===== src/rtl/pwm_timer8_pkg.sv =====
package pwm_timer8_pkg;

   typedef enum logic [1:0] {
      TM_FREE  = 2'd0,
      TM_PHASE = 2'd1,
      TM_CTC   = 2'd2,
      TM_FAST  = 2'd3
   } tmr_mode_e;

   localparam logic [1:0] A_CTRL  = 2'd0;
   localparam logic [1:0] A_COUNT = 2'd1;
   localparam logic [1:0] A_CMP   = 2'd2;
   localparam logic [1:0] A_IEN   = 2'd3;

   localparam int NFLAG = 2;
   localparam int F_CMP = 0;
   localparam int F_OVF = 1;

   // bit 0 of the mode code marks the two PWM modes
   function automatic logic is_pwm(tmr_mode_e m);
      return m[0];
   endfunction

endpackage


===== src/rtl/pwm_timer8_counter.sv =====
module pwm_timer8_counter
   import pwm_timer8_pkg::*;
#(
   parameter int W = 8
) (
   input  logic         clk,
   input  logic         rst_n,
   input  logic         tick,
   input  tmr_mode_e    mode,
   input  logic [W-1:0] cmp_val,
   input  logic         load,
   input  logic [W-1:0] load_val,
   output logic [W-1:0] cnt,
   output logic         match_evt,
   output logic         ovf_evt,
   output logic         top_evt,
   output logic         match_up
);

   localparam logic [W-1:0] MAXV = {W{1'b1}};
   localparam logic [W-1:0] ZERO = '0;
   localparam logic [W-1:0] ONE  = W'(1);

   logic         blk_q;
   logic         dir_q;
   logic         dir_d;
   logic [W-1:0] cnt_d;
   logic         step;
   logic         at_cmp;
   logic         at_max;
   logic         at_zero;

   assign step    = tick & ~load;
   assign at_cmp  = (cnt == cmp_val);
   assign at_max  = (cnt == MAXV);
   assign at_zero = (cnt == ZERO);

   assign match_evt = step & at_cmp & ~blk_q;
   assign top_evt   = step & at_max;
   assign ovf_evt   = step & ((mode == TM_PHASE) ? (dir_q & at_zero) : at_max);
   // direction the count takes after this tick
   assign match_up  = at_zero | (~dir_q & ~at_max);

   always_comb begin
      cnt_d = cnt;
      dir_d = dir_q;
      if (load) begin
         cnt_d = load_val;
      end else if (tick) begin
         case (mode)
            TM_CTC:   cnt_d = (at_cmp && !blk_q) ? ZERO : cnt + ONE;
            TM_PHASE: begin
               if (!dir_q) begin
                  if (at_max) begin
                     cnt_d = MAXV - ONE;
                     dir_d = 1'b1;
                  end else begin
                     cnt_d = cnt + ONE;
                  end
               end else begin
                  if (at_zero) begin
                     cnt_d = ONE;
                     dir_d = 1'b0;
                  end else begin
                     cnt_d = cnt - ONE;
                  end
               end
            end
            default:  cnt_d = cnt + ONE;
         endcase
      end
   end

   always_ff @(posedge clk or negedge rst_n) begin
      if (!rst_n) begin
         cnt   <= '0;
         dir_q <= 1'b0;
         blk_q <= 1'b0;
      end else begin
         cnt   <= cnt_d;
         dir_q <= dir_d;
         if (load)
            blk_q <= 1'b1;
         else if (tick)
            blk_q <= 1'b0;
      end
   end

endmodule


===== src/rtl/pwm_timer8_cmpreg.sv =====
module pwm_timer8_cmpreg #(
   parameter int W = 8
) (
   input  logic         clk,
   input  logic         rst_n,
   input  logic         wr,
   input  logic [W-1:0] wdata,
   input  logic         pwm,
   input  logic         top_evt,
   output logic [W-1:0] active
);

   logic [W-1:0] shadow_q;

   always_ff @(posedge clk or negedge rst_n) begin
      if (!rst_n) begin
         shadow_q <= '0;
         active   <= '0;
      end else begin
         if (wr)
            shadow_q <= wdata;
         if (wr && !pwm)
            active <= wdata;
         else if (pwm && top_evt)
            active <= wr ? wdata : shadow_q;
      end
   end

endmodule


===== src/rtl/pwm_timer8_wave.sv =====
module pwm_timer8_wave
   import pwm_timer8_pkg::*;
(
   input  logic      clk,
   input  logic      rst_n,
   input  tmr_mode_e mode,
   input  logic [1:0] act,
   input  logic      match_evt,
   input  logic      match_up,
   input  logic      top_evt,
   input  logic      cmp_is_top,
   input  logic      force_cmp,
   output logic      wave,
   output logic      wave_oe
);

   logic nxt;
   logic pwm;

   assign pwm     = is_pwm(mode);
   assign wave_oe = (act != 2'b00) && !(pwm && act == 2'b01);

   always_comb begin
      nxt = wave;
      if (!pwm) begin
         if (match_evt || force_cmp) begin
            case (act)
               2'b01:   nxt = ~wave;
               2'b10:   nxt = 1'b0;
               2'b11:   nxt = 1'b1;
               default: nxt = wave;
            endcase
         end
      end else if (act[1]) begin
         if (mode == TM_FAST) begin
            if (top_evt)
               nxt = ~act[0];
            else if (match_evt && !cmp_is_top)
               nxt = act[0];
         end else begin
            if (top_evt && cmp_is_top)
               nxt = ~act[0];
            else if (match_evt && !cmp_is_top)
               nxt = match_up ? act[0] : ~act[0];
         end
      end
   end

   always_ff @(posedge clk or negedge rst_n) begin
      if (!rst_n)
         wave <= 1'b0;
      else
         wave <= nxt;
   end

endmodule


===== src/rtl/pwm_timer8_flag.sv =====
module pwm_timer8_flag (
   input  logic clk,
   input  logic rst_n,
   input  logic set_i,
   input  logic clr_i,
   output logic q
);

   always_ff @(posedge clk or negedge rst_n) begin
      if (!rst_n)
         q <= 1'b0;
      else if (set_i)
         q <= 1'b1;
      else if (clr_i)
         q <= 1'b0;
   end

endmodule


===== src/rtl/pwm_timer8.sv =====
module pwm_timer8
   import pwm_timer8_pkg::*;
#(
   parameter int W = 8
) (
   input  logic         clk,
   input  logic         rst_n,
   input  logic         tick,
   input  logic         wr_en,
   input  logic [1:0]   wr_addr,
   input  logic [W-1:0] wr_data,
   input  logic         force_cmp,
   input  logic         clr_cmp,
   input  logic         clr_ovf,
   input  logic         ack_cmp,
   input  logic         ack_ovf,
   input  logic         glob_ie,
   output logic [W-1:0] count,
   output logic         wave_out,
   output logic         wave_oe,
   output logic         cmp_flag,
   output logic         ovf_flag,
   output logic         irq_cmp,
   output logic         irq_ovf
);

   localparam logic [W-1:0] MAXV = {W{1'b1}};

   generate
      if (W < 4) begin : g_bad_width
         $error("pwm_timer8: W must be at least 4 to hold the control fields");
      end
   endgenerate

   tmr_mode_e        mode_q;
   logic [1:0]       com_q;
   logic [NFLAG-1:0] ien_q;
   logic [W-1:0]     cmp_act;
   logic             match_evt;
   logic             ovf_evt;
   logic             top_evt;
   logic             match_up;
   logic             wr_count;
   logic             wr_cmpv;
   logic [NFLAG-1:0] fset;
   logic [NFLAG-1:0] fclr;
   logic [NFLAG-1:0] fq;

   assign wr_count = wr_en && (wr_addr == A_COUNT);
   assign wr_cmpv  = wr_en && (wr_addr == A_CMP);

   always_ff @(posedge clk or negedge rst_n) begin
      if (!rst_n) begin
         mode_q <= TM_FREE;
         com_q  <= 2'b00;
         ien_q  <= '0;
      end else if (wr_en) begin
         if (wr_addr == A_CTRL) begin
            mode_q <= tmr_mode_e'(wr_data[1:0]);
            com_q  <= wr_data[3:2];
         end
         if (wr_addr == A_IEN)
            ien_q <= wr_data[NFLAG-1:0];
      end
   end

   pwm_timer8_counter #(.W(W)) u_cnt (
      .clk       (clk),
      .rst_n     (rst_n),
      .tick      (tick),
      .mode      (mode_q),
      .cmp_val   (cmp_act),
      .load      (wr_count),
      .load_val  (wr_data),
      .cnt       (count),
      .match_evt (match_evt),
      .ovf_evt   (ovf_evt),
      .top_evt   (top_evt),
      .match_up  (match_up)
   );

   pwm_timer8_cmpreg #(.W(W)) u_cmp (
      .clk     (clk),
      .rst_n   (rst_n),
      .wr      (wr_cmpv),
      .wdata   (wr_data),
      .pwm     (is_pwm(mode_q)),
      .top_evt (top_evt),
      .active  (cmp_act)
   );

   pwm_timer8_wave u_wave (
      .clk        (clk),
      .rst_n      (rst_n),
      .mode       (mode_q),
      .act        (com_q),
      .match_evt  (match_evt),
      .match_up   (match_up),
      .top_evt    (top_evt),
      .cmp_is_top (cmp_act == MAXV),
      .force_cmp  (force_cmp),
      .wave       (wave_out),
      .wave_oe    (wave_oe)
   );

   assign fset[F_CMP] = match_evt;
   assign fset[F_OVF] = ovf_evt;
   assign fclr[F_CMP] = clr_cmp | ack_cmp;
   assign fclr[F_OVF] = clr_ovf | ack_ovf;

   generate
      for (genvar i = 0; i < NFLAG; i++) begin : g_flag
         pwm_timer8_flag u_flag (
            .clk   (clk),
            .rst_n (rst_n),
            .set_i (fset[i]),
            .clr_i (fclr[i]),
            .q     (fq[i])
         );
      end
   endgenerate

   assign cmp_flag = fq[F_CMP];
   assign ovf_flag = fq[F_OVF];
   assign irq_cmp  = fq[F_CMP] & ien_q[F_CMP] & glob_ie;
   assign irq_ovf  = fq[F_OVF] & ien_q[F_OVF] & glob_ie;

endmodule


===== config.mk =====
export PLATFORM = sky130hd
export DESIGN_NAME = pwm_timer8
export DESIGN_NICKNAME = d
export VERILOG_FILES = /design/src/rtl/pwm_timer8_pkg.sv /design/src/rtl/pwm_timer8_counter.sv /design/src/rtl/pwm_timer8_cmpreg.sv /design/src/rtl/pwm_timer8_wave.sv /design/src/rtl/pwm_timer8_flag.sv /design/src/rtl/pwm_timer8.sv
export SDC_FILE = /design/constraint.sdc
export NUM_CORES = 1
export LEC_CHECK = 0
export ABC_AREA = 1
export BUFFER_PORTS_ARGS = -buffer_cell sky130_fd_sc_hd__buf_4
export CAP_MARGIN = 40
export CORE_MARGIN = 5
export CORE_UTILIZATION = 57
export DETAILED_ROUTE_END_ITERATION = 10
export PLACE_DENSITY = 0.87
export SLEW_MARGIN = 15
export SYNTH_ARGS = -nofsm -noshare
export SYNTH_HDL_FRONTEND = slang
export SYNTH_SLANG_ARGS = --single-unit

===== constraint.sdc =====
create_clock -name clk -period 2.05 [get_ports clk]
set_input_delay 0.1025 -clock clk [delete_from_list [all_inputs] [get_ports clk]]
set_output_delay 0.1025 -clock clk [all_outputs]
set_load 0.02 [all_outputs]

==> results.py <==
metrics = {
    "grt": {
        "grt_usage_pct": 23.8,
        "grt_overflow": 0,
        "antenna_found_initial": 0,
        "grt_pass1_vias": 2153,
        "grt_pass1_wl_um": 9920,
        "grt_max_degree": 36,
    },
    "sta": {
        "fin_crit_sh_pct": 94.9,
        "rsz0062_at_grt": "no",
        "max_freq_mhz": 514,
        "fin_tns_setup_ns": 0,
        "fin_skew_ns": 0.00776,
        "slew_headroom_pct": 65.6,
        "worstMarginPinSlew_ns": 0.516,
        "layout_setup_ws_ns": 0.104,
        "min_period_ns": 1.95,
        "hold_viol": 0,
        "finalSetupViolCount": 0,
        "slew_violations": 0,
    },
    "synthesis": {
        "ys_seq_area_share_pct": 37.2,
        "avgSynthCellArea_um2": 6.97,
        "synth_edf_count": 0,
        "synthesis.nets": 367,
        "synthArstFlopShare_pct": 100,
        "synth_cells": 338,
        "synthFlopType": "dfrtp_1",
        "ys_ff_latch": 35,
        "synth_cell_types": 25,
        "ys.warnings.count": 0,
        "netlist_area_mm2": 0.00236,
    },
    "routing": {
        "viasPerCell": 5.37,
        "drc": 0,
        "drtIter0Drc": 238,
        "wl_per_cell_um": 14.0,
        "via_count": 2300,
        "drtAntennaViolNets": 0,
        "wirelength_um": 5980,
        "dr.pass1.iters": 5,
    },
    "placement": {
        "place_inst": 417,
        "preCtsSetupSlack_ns": 0.224,
        "hpwl_um": 4480,
        "place.gp.congestion": 0.989,
        "portBuffers": 33,
    },
    "cells_and_area": {
        "finalNetCount": 406,
        "filler_cell_count": 347,
        "antennaDiodeCount": 0,
        "area_delta_synth_final_pct": 16.5,
        "final_cells": 428,
        "drive_gt1_share_pct": 16.9,
    },
    "clocking": {
        "root_buffer": "clkbuf_8",
        "clkSlewWorstSetupHoldPaths_ns": 0.07,
        "clock_path_buffers": 2,
        "clkLatencyLatePin_ns": 0.29,
        "cts_sinks": 35,
        "numCtsBuffers": 5,
        "cts_tree": "built",
        "cts_htree_levels": 2,
        "post-cts-setup-buffer-count": 0,
    },
    "worst_setup_path": {
        "critPathCaptureType": "register",
        "worst-path-stages": 8,
        "critPathKind": "reg -> reg",
        "critPathLaunchType": "register",
        "r2r_cells": 8,
        "crit_chain": "inv_1, nand2_1, nand2_1, nand3_1, nor2_2, nand3_1, o31ai_1, dlygate4sd3_1",
        "critical_path.top_delay_family": "buffers and inverters",
        "path_max_fanout": 9,
        "cp_slowest_cell": "dlygate4sd3_1",
        "worst-path-buf-inv": 2,
        "cp_data_arrival_time_ns": 2.18,
        "worst_ep_required_time_ns": 2.28,
        "max_stage_delay_ns": 0.58,
    },
    "floorplanning": {
        "die_x_um": 74.3,
        "start_util_pct": 58.9,
        "num_io_pins": 34,
        "num_rows": 23,
        "dieArea_mm2": 0.00552,
        "die_y_um": 74.3,
        "core_mm2": 0.00400,
    },
    "run": {
        "cap_violations": 0,
    },
    "worst_hold_path": {
        "hold_path.class": "in -> reg",
        "min_delay_path_depth": 2,
    },
    "pwr": {
        "vdd_drop_max_mv": 0.625,
        "p_per_area_mw_per_mm2": 984,
        "p_leak_nw": 1.43,
    },
    "outcome": {
        "outcome": "complete, no violations",
    },
}
## sequential cells by signal, indices dropped and copies added, names as in the netlist
name             cells
ien_q                2
g_flag.u_flag.q      2
u_cnt.dir_q          1
u_cnt.blk_q          1
u_cmp.shadow_q       8
mode_q               2
u_wave.wave          1
com_q                2
u_cmp.active         8
u_cnt.cnt            8
## layout make-up
class	count	area, um^2	area share, %
multi-input combinational	242	1220	44.4
sequential	35	878	32.0
timing repair buffer	39	300	10.9
inverter	54	203	7.38
clock buffer	7	76.3	2.78
tap	50	62.6	2.28
clock inverter	1	5.00	0.182
## report_power, final
group	total, mW	internal [mW]	switching, mW
clock network	0.493	0.239	0.254
registers	1.05	0.847	0.200
logic	1.16	0.439	0.723
## synthesized netlist by cell type (2+ instances only)
cell type	count	share of area, %
a21oi_1	15	3.2
a31oi_1	2	0.53
buf_2	3	0.64
buf_4	3	0.96
dfrtp_1	35	37
ha_1	9	4.8
inv_1	51	8.1
inv_2	3	0.48
nand2_1	108	17
nand2_2	7	1.9
nand3_1	13	2.8
nand4_1	3	0.80
nor2_1	24	3.8
nor2_2	3	0.80
nor2_4	2	0.96
nor3_1	2	0.42
o21ai_0	31	6.6
o21ai_2	3	1.1
o22ai_1	8	2.1
o31ai_1	3	0.96
xor2_1	6	2.2
## repair_timing
item / in CTS / in global routing
hold buffers: 3 / 0
endpoints found under the hold margin: 36 / 0
gates resized for setup: 0 / 2
setup endpoints to repair: 0 / 1
## worst register-to-register path: stages, from the launching register on
cell and delay [ns]:
dfrtp_1 0.51, inv_1 0.18, nand2_1 0.06, nand2_1 0.05
nand3_1 0.08, nor2_2 0.15, nand3_1 0.16, o31ai_1 0.11
dlygate4sd3_1 0.58
## cell usage in the layout, fill, tap and decap left out, types with 7 or more instances in the layout
cell / n
nand2_1: 108
inv_1: 51
buf_4: 36
dfrtp_1: 33
o21ai_0: 31
nor2_1: 24
a21oi_1: 15
nand3_1: 13
ha_1: 9
o22ai_1: 8
nand2_2: 7
## kinds of logic (layout without fill, tap and decap cells)
logic type               Yosys count  after routing  synth area share [%]
AND/OR/NAND/NOR                  162            162                  28.6
AO/OA/AOI/OAI                     64             64                  15.5
buffers and inverters             61            101                  11.0
flip-flops                        35             35                  37.2
adder cells (fa/ha/maj)            9              9                  4.78
XOR/XNOR                           6              6                  2.23
multiplexers                       1              1                 0.637
## worst paths after layout
kind,end,start,slack (ns)
setup / recovery,g_flag[0].u_flag.q,u_cnt.cnt[6],0.10
hold / removal,g_flag[1].u_flag.q,clr_ovf,0.006
setup reg to reg,g_flag[0].u_flag.q,u_cnt.cnt[6],0.10
hold reg to reg,u_cnt.blk_q,u_cnt.blk_q,0.49
max in group asynchronous,u_cnt.cnt[5],rst_n,1.41
min in group asynchronous,u_cnt.cnt[1],rst_n,0.32
## metrics by stage
stage | instance area, um^2 | power, mW | hold slack, ns | util [%]
after floorplan | 2360 | 1.84 | -0.193 | -
after global placement | 2630 | 2.16 | 0.0831 | 65.8
after detailed placement | 2630 | 2.19 | 0.0795 | 65.8
after CTS | 2740 | 2.69 | 0.00517 | 68.6
after global routing | 2750 | 2.91 | 0.0102 | 68.6
final | 2750 | 2.70 | 0.00561 | 68.6
## metal layers
layer | up-vias | wire (um) | global-route usage (%)
met3 | 12 | 316 | 5.14
met5 | - | 0 | 0
met1 | 1080 | 2680 | 32.2
met2 | 66 | 2870 | 38.9
li1 | 1142 | - | -
met4 | 0 | 117 | 6.52
Note: power is estimated with default switching activity, not from simulation.
